### src/rtl/uas_pkg.sv
package uas_pkg;
  localparam int unsigned SIZE_W = 2;

  typedef enum logic [1:0] {
    ST_IDLE  = 2'd0,
    ST_BEAT0 = 2'd1,
    ST_BEAT1 = 2'd2,
    ST_RESP  = 2'd3
  } uas_state_e;

  // byte count of a size code, clipped to the bus width
  function automatic int size_bytes(input logic [SIZE_W-1:0] sz, input int nb);
    int b;
    b = 1 << sz;
    return (b > nb) ? nb : b;
  endfunction
endpackage

### src/rtl/uas_lane_plan.sv
module uas_lane_plan
  import uas_pkg::*;
#(
  parameter int NB = 4,
  parameter int OW = 2
) (
  input  logic [OW-1:0]     off_i,
  input  logic [SIZE_W-1:0] size_i,
  input  logic [8*NB-1:0]   wdata_i,
  output logic [NB-1:0]     strb_lo_o,
  output logic [NB-1:0]     strb_hi_o,
  output logic              split_o,
  output logic [8*NB-1:0]   wdata_lo_o,
  output logic [8*NB-1:0]   wdata_hi_o
);
  logic [2*NB-1:0]   mask;
  logic [16*NB-1:0]  wide;
  int                n;

  // lane map over two adjacent words
  always_comb begin
    n    = size_bytes(size_i, NB);
    mask = '0;
    wide = '0;
    for (int k = 0; k < NB; k++) begin
      if (k < n) begin
        mask[int'(off_i) + k]          = 1'b1;
        wide[8*(int'(off_i) + k) +: 8] = wdata_i[8*k +: 8];
      end
    end
  end

  assign strb_lo_o  = mask[NB-1:0];
  assign strb_hi_o  = mask[2*NB-1:NB];
  assign split_o    = |mask[2*NB-1:NB];
  assign wdata_lo_o = wide[8*NB-1:0];
  assign wdata_hi_o = wide[16*NB-1:8*NB];
endmodule

### src/rtl/uas_rd_merge.sv
module uas_rd_merge
  import uas_pkg::*;
#(
  parameter int NB = 4,
  parameter int OW = 2
) (
  input  logic              clk_i,
  input  logic              rst_ni,
  input  logic              cap_lo_i,
  input  logic              cap_hi_i,
  input  logic [8*NB-1:0]   rdata_i,
  input  logic [OW-1:0]     off_i,
  input  logic [SIZE_W-1:0] size_i,
  input  logic              en_i,
  output logic [8*NB-1:0]   rdata_o
);
  logic [8*NB-1:0] lo_q, hi_q;
  logic [16*NB-1:0] pair;
  int nb;

  always_ff @(posedge clk_i or negedge rst_ni) begin
    if (!rst_ni) begin
      lo_q <= '0;
      hi_q <= '0;
    end else begin
      if (cap_lo_i) lo_q <= rdata_i;
      if (cap_hi_i) hi_q <= rdata_i;
    end
  end

  assign pair = {hi_q, lo_q};
  always_comb nb = size_bytes(size_i, NB);

  for (genvar j = 0; j < NB; j++) begin : g_byte
    logic [7:0] pick;
    always_comb pick = pair[8*(int'(off_i) + j) +: 8];
    assign rdata_o[8*j +: 8] = (en_i && (j < nb)) ? pick : 8'h00;
  end
endmodule

### src/rtl/uas_ctrl.sv
module uas_ctrl
  import uas_pkg::*;
(
  input  logic clk_i,
  input  logic rst_ni,
  input  logic req_valid_i,
  input  logic split_i,
  input  logic bus_ready_i,
  output logic req_ready_o,
  output logic req_fire_o,
  output logic bus_valid_o,
  output logic hi_beat_o,
  output logic cap_lo_o,
  output logic cap_hi_o,
  output logic rsp_valid_o
);
  uas_state_e state_q, state_d;

  always_comb begin
    state_d = state_q;
    unique case (state_q)
      ST_IDLE:  if (req_valid_i) state_d = ST_BEAT0;
      ST_BEAT0: if (bus_ready_i) state_d = split_i ? ST_BEAT1 : ST_RESP;
      ST_BEAT1: if (bus_ready_i) state_d = ST_RESP;
      ST_RESP:  state_d = ST_IDLE;
      default:  state_d = ST_IDLE;
    endcase
  end

  always_ff @(posedge clk_i or negedge rst_ni) begin
    if (!rst_ni) state_q <= ST_IDLE;
    else         state_q <= state_d;
  end

  assign req_ready_o = (state_q == ST_IDLE);
  assign req_fire_o  = req_ready_o && req_valid_i;
  assign bus_valid_o = (state_q == ST_BEAT0) || (state_q == ST_BEAT1);
  assign hi_beat_o   = (state_q == ST_BEAT1);
  assign cap_lo_o    = (state_q == ST_BEAT0) && bus_ready_i;
  assign cap_hi_o    = (state_q == ST_BEAT1) && bus_ready_i;
  assign rsp_valid_o = (state_q == ST_RESP);
endmodule

### src/rtl/uas_splitter.sv
module uas_splitter
  import uas_pkg::*;
#(
  parameter int AW = 32,
  parameter int DW = 32
) (
  input  logic              clk_i,
  input  logic              rst_ni,
  input  logic              req_valid_i,
  output logic              req_ready_o,
  input  logic [AW-1:0]     req_addr_i,
  input  logic [SIZE_W-1:0] req_size_i,
  input  logic              req_write_i,
  input  logic [DW-1:0]     req_wdata_i,
  output logic              rsp_valid_o,
  output logic [DW-1:0]     rsp_rdata_o,
  output logic              rsp_atomic_o,
  output logic              bus_valid_o,
  input  logic              bus_ready_i,
  output logic [AW-1:0]     bus_addr_o,
  output logic              bus_write_o,
  output logic [DW/8-1:0]   bus_strb_o,
  output logic [DW-1:0]     bus_wdata_o,
  input  logic [DW-1:0]     bus_rdata_i
);
  localparam int NB = DW / 8;
  localparam int OW = $clog2(NB);

  logic [AW-1:0]     addr_q;
  logic [SIZE_W-1:0] size_q;
  logic              write_q;
  logic [DW-1:0]     wdata_q;

  logic req_fire, hi_beat, cap_lo, cap_hi, split;
  logic [NB-1:0] strb_lo, strb_hi;
  logic [DW-1:0] wdata_lo, wdata_hi;
  logic [AW-OW-1:0] word_sel;

  always_ff @(posedge clk_i or negedge rst_ni) begin
    if (!rst_ni) begin
      addr_q  <= '0;
      size_q  <= '0;
      write_q <= 1'b0;
      wdata_q <= '0;
    end else if (req_fire) begin
      addr_q  <= req_addr_i;
      size_q  <= req_size_i;
      write_q <= req_write_i;
      wdata_q <= req_wdata_i;
    end
  end

  uas_ctrl u_ctrl (
    .clk_i       (clk_i),
    .rst_ni      (rst_ni),
    .req_valid_i (req_valid_i),
    .split_i     (split),
    .bus_ready_i (bus_ready_i),
    .req_ready_o (req_ready_o),
    .req_fire_o  (req_fire),
    .bus_valid_o (bus_valid_o),
    .hi_beat_o   (hi_beat),
    .cap_lo_o    (cap_lo),
    .cap_hi_o    (cap_hi),
    .rsp_valid_o (rsp_valid_o)
  );

  uas_lane_plan #(.NB(NB), .OW(OW)) u_plan (
    .off_i      (addr_q[OW-1:0]),
    .size_i     (size_q),
    .wdata_i    (wdata_q),
    .strb_lo_o  (strb_lo),
    .strb_hi_o  (strb_hi),
    .split_o    (split),
    .wdata_lo_o (wdata_lo),
    .wdata_hi_o (wdata_hi)
  );

  uas_rd_merge #(.NB(NB), .OW(OW)) u_merge (
    .clk_i    (clk_i),
    .rst_ni   (rst_ni),
    .cap_lo_i (cap_lo),
    .cap_hi_i (cap_hi),
    .rdata_i  (bus_rdata_i),
    .off_i    (addr_q[OW-1:0]),
    .size_i   (size_q),
    .en_i     (rsp_valid_o && !write_q),
    .rdata_o  (rsp_rdata_o)
  );

  assign word_sel     = addr_q[AW-1:OW] + {{(AW-OW-1){1'b0}}, hi_beat};
  assign bus_addr_o   = {word_sel, {OW{1'b0}}};
  assign bus_write_o  = write_q;
  assign bus_strb_o   = hi_beat ? strb_hi : strb_lo;
  assign bus_wdata_o  = !write_q ? '0 : (hi_beat ? wdata_hi : wdata_lo);
  assign rsp_atomic_o = rsp_valid_o && !split;
endmodule

### config.mk
export PLATFORM = sky130hd
export DESIGN_NAME = uas_splitter
export DESIGN_NICKNAME = d
export VERILOG_FILES = /design/src/rtl/uas_pkg.sv /design/src/rtl/uas_lane_plan.sv /design/src/rtl/uas_rd_merge.sv /design/src/rtl/uas_ctrl.sv /design/src/rtl/uas_splitter.sv
export SDC_FILE = /design/constraint.sdc
export NUM_CORES = 1
export LEC_CHECK = 0
export BUFFER_PORTS_ARGS = -buffer_cell sky130_fd_sc_hd__buf_2
export CELL_PAD_IN_SITES_DETAIL_PLACEMENT = 1
export CELL_PAD_IN_SITES_GLOBAL_PLACEMENT = 1
export CORE_MARGIN = 2
export CORE_UTILIZATION = 43
export DETAILED_ROUTE_END_ITERATION = 6
export HOLD_SLACK_MARGIN = 0.06
export MAX_ROUTING_LAYER = met4
export PLACE_DENSITY_LB_ADDON = 0.1
export SYNTH_ARGS = -nofsm -noshare
export SYNTH_HDL_FRONTEND = slang
export SYNTH_SLANG_ARGS = --single-unit
export TNS_END_PERCENT = 1
### constraint.sdc
create_clock -name clk_i -period 4.6 [get_ports clk_i]
set_input_delay 0.69 -clock clk_i [delete_from_list [all_inputs] [get_ports clk_i]]
set_output_delay 0.69 -clock clk_i [all_outputs]
set_load 0.01 [all_outputs]
==> results.md, run 1 <==
- Setup TNS: 0 ns
- Mapped cell area: about 9000 um^2
- Post-DP HPWL: between 20000 and 25000 um
- Final-stage net count: 1150
- # IOs: 208
- Crit path max fanout: 18
- LEAKAGE: approximately 0.0048 uW
- Cts hold-fix bufs: 0
- Dpl cells: 1282
- Wirelength per Cell: ~23 um
- Clock root buffer master: clkbuf_16
- GPL Wtd Cong: a little under 0.9
- Core ar.: 20360 um^2
- Clock Path Buffers: 2
- Top cell type's share of synthesized area: 34.84%
- Peak supply drop: 0.3348 mV
- Via/cell ratio: 6.161
- Initial antenna violation count: 4
- Routed Antenna Nets: 0
- Worst path slowest cell: ha_1
- Crit-path cells: inv_1 > ha_1 > inv_1 > ha_1 > buf_4 > nand3_1 > o211a_1 > a221oi_1 > a211oi_1 > buf_2
- PortBufs: 205
- Post-Syn Instances: 863
- Min Tclk post-route: 4.002 ns
- HP Class: in -> async
- Layout Cells excl Fill: 1317
- Max-slew violation count: 0
- Max-Cap Viols: 0
- Hold Violations, Final: 0
- Total number of vias: 8114
- CP Launch Type: flip-flop
- Xor-xnor portion of the synthesized cell area: 2.731%
- Data required time of the worst path: 3.91 ns
- Iter 0 DRT Violations: 629
- Max-slew headroom: 22.65%
- Final period util: between 80% and 90%
- All-Layer GR Usage: 28.99%
- CTS Buf Count: 17
- Clock sink count: 125
- Rows: 52
- Netlist cell types: 68
- Synth Area in Compound Gates: 14.06%
- PostCTS Resize Cnt: 0
- Asr flop ratio synth: 100.0%
- Post-CTS Repair Setup Buffers: 0
- Total congestion overflow: 0
- Area grow syn2layout: 19.59%
- Fmax: 249.9 MHz
- Finished Core Util: 52.73%
- Status: complete, no violations
- CP Class: reg -> out
- Die width: 148.5 um
- H-tree depth: 4
- Synth Area in Simple Gates: 16.58%
- TritonRoute pass-1 iters: 5
- Dpl ws: 1.025 ns
- Clk pin slew, worst setup/hold paths: 0.06 ns
- Setup violators final: 0
- Largest family of logic cells by synthesized area: multiplexers
- Main flop type after synthesis: dfrtp_1
- Crit. End Element: primary output
- Global-route wire length before repair: 48140 um
- Sequential-to-total area share from yosys stat: 34.84%
- RSZ-0062 raised after global routing: no
- R2R cell count: 5
- Initial Util: 44.09%
- Mapped Avg Cell Area: 10.40 um^2
- Post-route setup slack: 0.5982 ns
- Post-synth EDFFs: 0
- Worst path max stage delay: 0.44 ns
- CTS tree: done
- #FFs+latches synth: 125
- Mux share of post-synthesis cell area: 23.94%
- Largest net degree at the start of global routing: 73
- Worst Max-Slew Pin Slew: between 1 and 1.5 ns
- Area leader, netlist: dfrtp_1
- Arr. time, crit path: 3.31 ns
- Top cells by area, synth: dfrtp_1, mux2_2, mux4_2
- Ys Warns: 0
- Layout cells sized above 1: 41.51%
- Total routed wirelength: between 30000 and 40000 um
- PwrDens: 786.7 nW/um^2
- Setup Skew: 0.01241 ns
- Skew-Pair Late Insertion Delay: roughly 0.41 ns
- Die height: 148.5 um
- Drt drc: 0
- Vias in the first global route: 8469
- Post-Synth Adder-Cell Area: between 2 and 2.5%
- Area of the die: 22050 um^2
[worst paths after layout]
kind	start	end	slack, ns
setup / recovery	addr_q[0]	bus_wdata_o[17]	0.60
hold / removal	rst_ni	addr_q[15]	0.41
setup reg to reg	u_ctrl.state_q[0]	u_merge.hi_q[2]	1.87
hold reg to reg	addr_q[30]	addr_q[30]	0.50
max in group asynchronous	rst_ni	addr_q[29]	3.18
min in group clk_i	addr_q[30]	addr_q[30]	0.50
[sequential cells by signal (all words and copies together), names as in the netlist]
signal          count
bus_write_o         1
size_q              2
wdata_q            32
u_ctrl.state_q      2
addr_q             32
u_merge.lo_q       32
u_merge.hi_q       24
[Yosys cell counts, drive strengths merged, types with 2 or more instances]
master   count
dfrtp      125
mux2       125
nand3       93
buf         43
and3        37
clkbuf      37
nand2       36
mux4        32
a21oi       27
inv         27
o21ai       23
o311a       23
nor2        20
a221oi      18
ha          16
a311oi      15
xor2        15
a31oi       13
and2        13
nor3        13
xnor2       13
nor2b       11
a211oi      10
nand4       10
a21o         9
a221o        8
o211ai       8
and4         5
nand2b       4
nor3b        3
nor4         3
o21a         3
and3b        2
nor4b        2
o2111ai      2
o22ai        2
[critical path, delay by kind of cell, from the launching register on]
kind            cells  cell delay (ns)
flops               1             0.41
buf+inv             4             0.77
compound gates      3             0.86
fa+ha+maj           2             0.72
simple gates        1             0.14
[per-layer routing]
layer	routed length (um)	vias up	GRT usage, %
li1	-	3640	-
met1	12470	4105	35.30
met2	15680	320	48.82
met3	1952	49	5.859
met4	768	0	8.905
met5	0	-	-
[per-stage QoR]
stage	power (uW)	hold slack (ns)	cell area [um^2]
floorplan	5544	0.3944	8982
global placement	6905	0.4833	10140
global route	8971	0.4686	10740
detailed placement	7045	0.4930	10140
CTS	8445	0.4279	10730
finish	8448	0.4083	10740
[power by group]
| part | internal (uW) | leakage [uW] | switching, uW |
|---|---|---|---|
| sequential | 1670 | 0.00148 | 759 |
| combinational | 2120 | 0.00307 | 2570 |
| clock | 829 | 0.000283 | 505 |
| total | 4620 | 0.00483 | 3830 |
[cells by family after synthesis]
logic type / Yosys count
compound gates: 167
xor+xnor: 28
fa+ha+maj: 16
buf+inv: 108
flops: 125
mux: 158
other cells: 1
simple gates: 260
[placed cells by master (no fill, tap or decap), types with 5 or more instances in the layout]
master	synthesis	final
nor2_1	20	20
and3_1	37	37
a21oi_1	27	27
o211ai_1	8	8
o311a_1	23	23
xor2_1	15	15
mux4_2	29	29
a221o_1	8	8
a311oi_1	15	15
a21o_1	9	9
a211oi_1	10	10
inv_1	27	27
a221oi_1	17	17
clkbuf_16	0	17
a31oi_1	13	13
nand4_1	9	9
nor2b_1	11	11
and2_1	13	13
dfrtp_1	125	123
nand2_1	36	35
nand3_1	93	93
buf_2	26	204
nor3_1	9	9
xnor2_1	13	13
mux2_2	125	125
o21ai_0	17	17
and4_1	5	5
ha_1	16	15
buf_4	7	24
[final cells by class]
class,instances,area [um^2]
antenna,4,10.01
clock buffer,19,452.9
clock inverter,12,136.4
fill,2284,9627
inverter,28,105.1
multi-input combinational,631,5364
sequential,125,3131
tap,270,337.8
timing repair buffer,228,1201
No activity file was read; power rests on OpenSTA's default activity.
==> run 2, diff against run 1 <==
BUFFER_PORTS_ARGS = unset   (was -buffer_cell sky130_fd_sc_hd__buf_2)
CORE_UTILIZATION = 50   (was 43)
DONT_BUFFER_PORTS = 1   (was unset)
==> results.md, run 2 (synthesis results as in run 1) <==
- Area grow syn2layout: 7.720% (was 19.59%)
- Min Tclk post-route: 4.353 ns (was 4.002 ns)
- Drt drc: 0 (unchanged)
- Skew-Pair Late Insertion Delay: 0.42 ns (was 0.41 ns)
- Total routed wirelength: 30700 um (was 30870 um)
- Arr. time, crit path: 3.66 ns (was 3.31 ns)
- Vias in the first global route: 8199 (was 8469)
- Iter 0 DRT Violations: 501 (was 629)
- Core ar.: 17780 um^2 (was 20360 um^2)
- Top Layer Used: met4 (unchanged)
- # IOs: 208 (unchanged)
- # fillers: 1938 (was 2284)
- Metal3 WL: 2339 um (was 1952 um)
- Rows: 49 (was 52)
- Pint: 4314 uW (was 4616 uW)
- TritonRoute pass-1 iters: 5 (unchanged)
- Cell mode on critical path: buf_4
- Most common cell after layout, fill and taps aside: mux2_2 (was buf_2)
- Setup violators final: 0 (unchanged)
- Setup TNS: 0 ns (unchanged)
- Die width: 138.0 um (was 148.5 um)
- Via/cell ratio: 7.021 (was 6.161)
- Worst path slowest cell: buf_4 (was ha_1)
- Initial antenna violation count: 4 (unchanged)
- Max-slew headroom: 21.49% (was 22.65%)
- Wirelength per Cell: 28.67 um (was 23.44 um)
- Worst Max-Slew Pin Slew: 1.178 ns (was 1.157 ns)
- Peak supply drop: 0.3733 mV (was 0.3348 mV)
- Worst path bufs/invs: 2 (was 4)
- Final period util: 94.64% (was 87.00%)
- Met1 wire length: 11710 um (was 12470 um)
- All-Layer GR Usage: 32.77% (was 28.99%)
- Post-layout instance area: 9672 um^2 (was 10740 um^2)
- Die height: 138.0 um (was 148.5 um)
- Data required time of the worst path: 3.91 ns (about the same)
- Clk pwr share: 16.5% (was 15.8%)
- Clock Path Buffers: 2 (unchanged)
- PwrDens: 845.8 nW/um^2 (was 786.7 nW/um^2)
- Dpl cells: 1035 (was 1282)
- CTS tree: done (unchanged)
- Post-DP HPWL: 21450 um (was 22140 um)
- Area of the die: 19050 um^2 (was 22050 um^2)
- Routed Antenna Nets: 0 (unchanged)
- RSZ-0062 raised after global routing: no (unchanged)
- Total congestion overflow: 0 (unchanged)
- Final-stage net count: 945 (was 1150)
- Layout Cells excl Fill: 1071 (was 1317)
- PortBufs: 0 (was 205)
- Crit. End Element: primary output (unchanged)
- CTS Buf Count: 17 (unchanged)
- CP Launch Type: flip-flop (unchanged)
- Clock root buffer master: clkbuf_16 (unchanged)
- Sw Pwr: 3867 uW (was 3832 uW)
- Initial Util: 50.50% (was 44.09%)
- CP Class: reg -> out (unchanged)
- Clock sink count: 125 (unchanged)
- LEAKAGE: 0.003916 uW (was 0.004831 uW)
- Max-Cap Viols: 0 (unchanged)
- Crit path max fanout: 52 (was 18)
- Comb power frac: 53.2% (was 55.4%)
- Sw frac: 47.27% (was 45.36%)
- Max-slew violation count: 0 (unchanged)
- HP Class: in -> async (unchanged)
- H-tree depth: 4 (unchanged)
- Total number of vias: 7520 (was 8114)
- Post-CTS Repair Setup Buffers: 0 (unchanged)
- Status: complete, no violations (unchanged)
- Worst path max stage delay: 0.63 ns (was 0.44 ns)
- Global-route wire length before repair: 47830 um (was 48140 um)
- Sequential power share: 30.3% (was 28.8%)
- Overall power: 8180 uW (was 8448 uW)
- R2R cell count: 5 (unchanged)
- Largest net degree at the start of global routing: 126 (was 73)
- GPL Wtd Cong: 1.007 (was 0.8679)
- Cell count along the critical path: 7 (was 10)
- Placed Area: 9046 um^2 (was 10140 um^2)
- Clk pin slew, worst setup/hold paths: 0.06 ns (about the same)
- Layout cells sized above 1: 27.33% (was 41.51%)
- Top Family by Delay on Critical Path: buffers and inverters (was compound AO/OA/AOI/OAI gates)
- Fmax: 229.7 MHz (was 249.9 MHz)
- Leading registers by flop count: addr_q (32), u_merge.lo_q (32), wdata_q (32) (unchanged)
- Hold Violations, Final: 0 (unchanged)
- Crit-path cells: buf_4 > ha_1 > nand4bb_1 > nor3_2 > a221oi_1 > a211oi_1 > buf_4 (was inv_1 > ha_1 > inv_1 > ha_1 > buf_4 > nand3_1 > o211a_1 > a221oi_1 > a211oi_1 > buf_2)
- Routed wl met2: 15360 um (was 15680 um)
- Setup Skew: 0.008024 ns (was 0.01241 ns)
- Commonest cells after routing, fill and taps aside: mux2_2, dfrtp_1, nand3_1 (was buf_2, mux2_2, dfrtp_1)
run 2: cell types whose count changed in the layout (fill, tap and decap cells not counted), sizes merged:
cell | before | now
clkinvlp | 3 | 4
clkbuf | 19 | 17
buf | 228 | 23
inv | 31 | 32
run 2: per-stage QoR:
step / util [%] / setup slack, ns / hold slack, ns
after floorplan: - / 0.7564 / 0.3944
after global placement: 50.88 / 0.7858 / 0.3966
after detailed placement: 50.88 / 0.6310 / 0.3968
after CTS: 54.33 / 0.1928 / 0.2588
after global routing: 54.40 / 0.05866 / 0.2613
final: 54.40 / 0.2468 / 0.2241
run 2: layout make-up:
cell class,instances,area [um^2],area share (%)
multi-input cells,631,5361,55.43
flip-flops and latches,125,3131,32.37
clock buffers,17,425.4,4.398
well taps,229,286.5,2.962
repair buffers,23,192.7,1.992
clock inverters,14,160.2,1.656
inverters,28,105.1,1.087
diodes,4,10.01,0.1035
run 2: worst register-to-register path, stage by stage (launching register included):
cell and delay (ns):
dfrtp_1 0.45, inv_1 0.11, ha_1 0.31, nand2_2 0.82, buf_4 0.46, mux2_2 0.39
run 2: worst paths after layout:
| path | end | slack (ns) | startpoint |
|---|---|---|---|
| min reg2reg | u_merge.hi_q[19] | 0.50 | u_merge.hi_q[19] |
| max reg2reg | wdata_q[14] | 1.94 | u_ctrl.state_q[0] |
| max in group asynchronous | addr_q[1] | 3.86 | rst_ni |
| max | bus_wdata_o[20] | 0.25 | addr_q[0] |
| min in group clk_i | addr_q[7] | 0.42 | req_addr_i[7] |
| min | addr_q[13] | 0.22 | rst_ni |
run 2: power groups by stage:
stage          Combinational (uW)  Clock [uW]  Sequential, uW
2_1_floorplan                3510           0            2040
3_3_place_gp                 4110           0            2380
3_5_place_dp                 4250           0            2450
4_1_cts                      4330        1370            2440
5_1_grt                      4650        1420            2540
6_report                     4350        1350            2480
run 2: metal layers:
layer / up-vias / track usage, %
met1: 3835 / 37.69
met5: - / -
li1: 3217 / -
met3: 102 / 8.625
met2: 366 / 53.39
met4: 0 / 16.06
run 2: timing repair:
action                                  in CTS  in global routing
endpoints found under the setup margin       0                 11
hold endpoints to repair                   125                  0
hold buffers                                 1                  0
resized for setup                            0                  1
==> run 3, diff against run 2 <==
SYNTH_HIERARCHICAL = 1   (was unset)
==> results.md, run 3 <==
- Mapped Avg Cell Area: 10.30 um^2 (was 10.40 um^2)
- Peak supply drop: 0.4490 mV (was 0.3733 mV)
- Sw frac: 47.35% (was 47.27%)
- Sequential-to-total area share from yosys stat: 34.20% (was 34.84%)
- Mapped cell area: 9146 um^2 (was 8979 um^2)
- Setup violators final: 0 (unchanged)
- Pint: 4241 uW (was 4314 uW)
- Area of the die: 19390 um^2 (was 19050 um^2)
- HP Class: in -> async (unchanged)
- Data required time of the worst path: 3.91 ns (about the same)
- Clock root buffer master: clkbuf_16 (unchanged)
- Cell with the most instances after synthesis: dfrtp_1
- # IOs: 208 (unchanged)
- Sw Pwr: 3814 uW (was 3867 uW)
- Iter 0 DRT Violations: 587 (was 501)
- Cts hold-fix bufs: 1 (unchanged)
- Global-route wire length before repair: 47220 um (was 47830 um)
- Wirelength per Cell: 27.83 um (was 28.67 um)
- Netlist cell types: 69 (was 68)
- Via/cell ratio: 6.805 (was 7.021)
- Final period util: 94.41% (was 94.64%)
- Setup Skew: 0.01245 ns (was 0.008024 ns)
- Largest net degree at the start of global routing: 126 (unchanged)
- Vias in the first global route: 7822 (was 8199)
- Total congestion overflow: 0 (unchanged)
- Drt drc: 0 (unchanged)
- Crit path max fanout: 16 (was 52)
- Area leader, netlist: dfrtp_1 (unchanged)
- Max-slew headroom: 11.88% (was 21.49%)
- CTS tree: done (unchanged)
- Overall power: 8055 uW (was 8180 uW)
- Crit. End Element: primary output (unchanged)
- Final-stage net count: 960 (was 945)
- Clock Path Buffers: 2 (unchanged)
- Worst Max-Slew Pin Slew: 1.322 ns (was 1.178 ns)
- Worst Setup SP: addr_q[1] (was addr_q[0])
- Post-Syn Instances: 888 (was 863)
- Core ar.: 17960 um^2 (was 17780 um^2)
- Worst R2R Setup Slack: 1.60 ns (was 1.94 ns)
- Post-CTS Repair Setup Buffers: 0 (unchanged)
- PwrDens: 829.3 nW/um^2 (was 845.8 nW/um^2)
- Status: complete, no violations (unchanged)
- Top cell type's share of synthesized area: 34.20% (was 34.84%)
- #FFs+latches synth: 125 (unchanged)
- Max-Cap Viols: 0 (unchanged)
- RR Startpoint: u_ctrl/state_q[0] (was u_ctrl.state_q[0])
- Fmax: 230.3 MHz (was 229.7 MHz)
- Initial antenna violation count: 5 (was 4)
- CP Class: reg -> out (unchanged)
- R2R cell count: 5 (unchanged)
- PortBufs: 0 (unchanged)
- H-tree depth: 4 (unchanged)
- Post-synth EDFFs: 0 (unchanged)
- GPL Wtd Cong: 0.9791 (was 1.007)
- Hold Violations, Final: 0 (unchanged)
- RSZ-0062 raised after global routing: no (unchanged)
- Sequential power share: 30.9% (was 30.3%)
- Setup TNS: 0 ns (unchanged)
- Initial Util: 50.92% (was 50.50%)
- Comb power frac: 51.9% (was 53.2%)
- Ys Warns: 6 (was 0)
- TritonRoute pass-1 iters: 5 (unchanged)
- Multi-input gate area: 5483 um^2 (was 5361 um^2)
- Skew-Pair Late Insertion Delay: 0.42 ns (about the same)
- Total routed wirelength: 30250 um (was 30700 um)
- Total number of vias: 7397 (was 7520)
- Most common cell after layout, fill and taps aside: dfrtp_1 (was mux2_2)
- Asr flop ratio synth: 100.0% (unchanged)
- Leading registers by flop count: addr_q (32), u_merge/lo_q (32), wdata_q (32) (was addr_q (32), u_merge.lo_q (32), wdata_q (32))
- Finished Core Util: 54.07% (was 54.40%)
- Routed Antenna Nets: 0 (unchanged)
- Clk pin slew, worst setup/hold paths: 0.06 ns (about the same)
- Clk pwr share: 17.1% (was 16.5%)
- Min Tclk post-route: 4.343 ns (was 4.353 ns)
- Register Area: 3132 um^2 (was 3131 um^2)
- Arr. time, crit path: 3.65 ns (was 3.66 ns)
- Most frequent cells after synthesis: dfrtp_1, mux2_2, mux2i_1, nor2b_1, nand2_1 (was dfrtp_1, mux2_2, nand3_1, and3_1, nand2_1)
- Top cells by area, synth: dfrtp_1, mux2_2, mux2i_1 (was dfrtp_1, mux2_2, mux4_2)
- Rows: 49 (unchanged)
- # fillers: 1915 (was 1938)
- Max-slew violation count: 0 (unchanged)
- Layout cells sized above 1: 22.86% (was 27.33%)
- LEAKAGE: 0.003882 uW (was 0.003916 uW)
- Die height: 139.3 um (was 138.0 um)
- Area grow syn2layout: 6.197% (was 7.720%)
- Clock sink count: 125 (unchanged)
- CP Launch Type: flip-flop (unchanged)
- CTS Buf Count: 17 (unchanged)
- Commonest cells after routing, fill and taps aside: dfrtp_1, mux2_2, mux2i_1 (was mux2_2, dfrtp_1, nand3_1)
- PostCTS Resize Cnt: 0 (unchanged)
- All-Layer GR Usage: 31.85% (was 32.77%)
- Die width: 139.3 um (was 138.0 um)
- Post-DP HPWL: 20980 um (was 21450 um)
- Main flop type after synthesis: dfrtp_1 (unchanged)
run 3: changes by cell type after synthesis, sizes merged, moves of 19 or more:
cell / change
mux2i: +79
nand3: -62
nor2b: +58
o22ai: +22
clkbuf: -19
and3: -27
a32oi: +23
mux4: -32
buf: +23
o311a: -23
a31oi: +21
run 3: critical path, cell delays in order, from the launching register on:
cell and delay (ns):
dfrtp_1 0.53, inv_1 0.17, ha_1 0.71, and3b_1 0.55, nor2b_1 0.65, a32oi_1 0.11, nor2b_1 0.17, mux2i_1 0.09
nor2b_1 0.25
run 3: metrics by stage:
stage          hold WS (ns)  cell area (um^2)  cells  worst slack [ns]
2_1_floorplan        0.3944              9150    889             1.268
4_1_cts              0.2692              9701   1082            0.3019
5_1_grt              0.2659              9713   1087           0.01240
3_5_place_dp         0.3966              9074   1049            0.7547
3_3_place_gp         0.3968              9074   1049            0.7660
6_report             0.2252              9713   1087            0.2570
run 3: cell families after synthesis:
logic type | after synthesis | synth area share [%]
and+or+nand+nor | 225 | 14.98
muxes | 207 | 24.43
AOI/OAI and AO/OA | 185 | 15.42
DFF | 125 | 34.20
buffers and inverters | 100 | 5.924
xor gates and xnor gates | 28 | 2.681
adders and majority gates | 17 | 2.326
other | 1 | 0.04100
run 3: cell type report:
class / instances / share of cell area (%)
repair buffers: 16 / 1.443
diodes: 5 / 0.1288
flip-flops and latches: 125 / 32.24
inverters: 16 / 0.6183
well taps: 229 / 2.950
clock buffers: 17 / 4.380
multi-input cells: 664 / 56.45
clock inverters: 15 / 1.791
run 3: power groups by stage:
stage / Sequential (uW) / Combinational, uW / Clock (uW)
after floorplan: 2090 / 3430 / 0
after global placement: 2440 / 3970 / 0
after detailed placement: 2480 / 4090 / 0
after CTS: 2470 / 4150 / 1410
after global routing: 2570 / 4480 / 1460
final: 2490 / 4180 / 1380
run 3: metal layers:
| layer | GRT usage (%) | part of all wire (%) | wire length, um | up-vias |
|---|---|---|---|---|
| met4 | 8.347 | 1.9 | 570 | 0 |
| met1 | 40.28 | 42 | 12680 | 3826 |
| li1 | - | - | - | 3246 |
| met3 | 7.915 | 7.2 | 2164 | 43 |
| met2 | 51.37 | 49 | 14840 | 282 |
| met5 | - | 0 | 0 | - |
run 3: final timing paths:
path / endpoint
worst max-delay path: bus_wdata_o[8]
worst min register to register: u_merge/hi_q[23]
worst max register to register: u_merge/hi_q[17]
min in group clk_i: u_merge/hi_q[22]
max in group asynchronous: addr_q[3]
worst min-delay path: u_merge/hi_q[1]
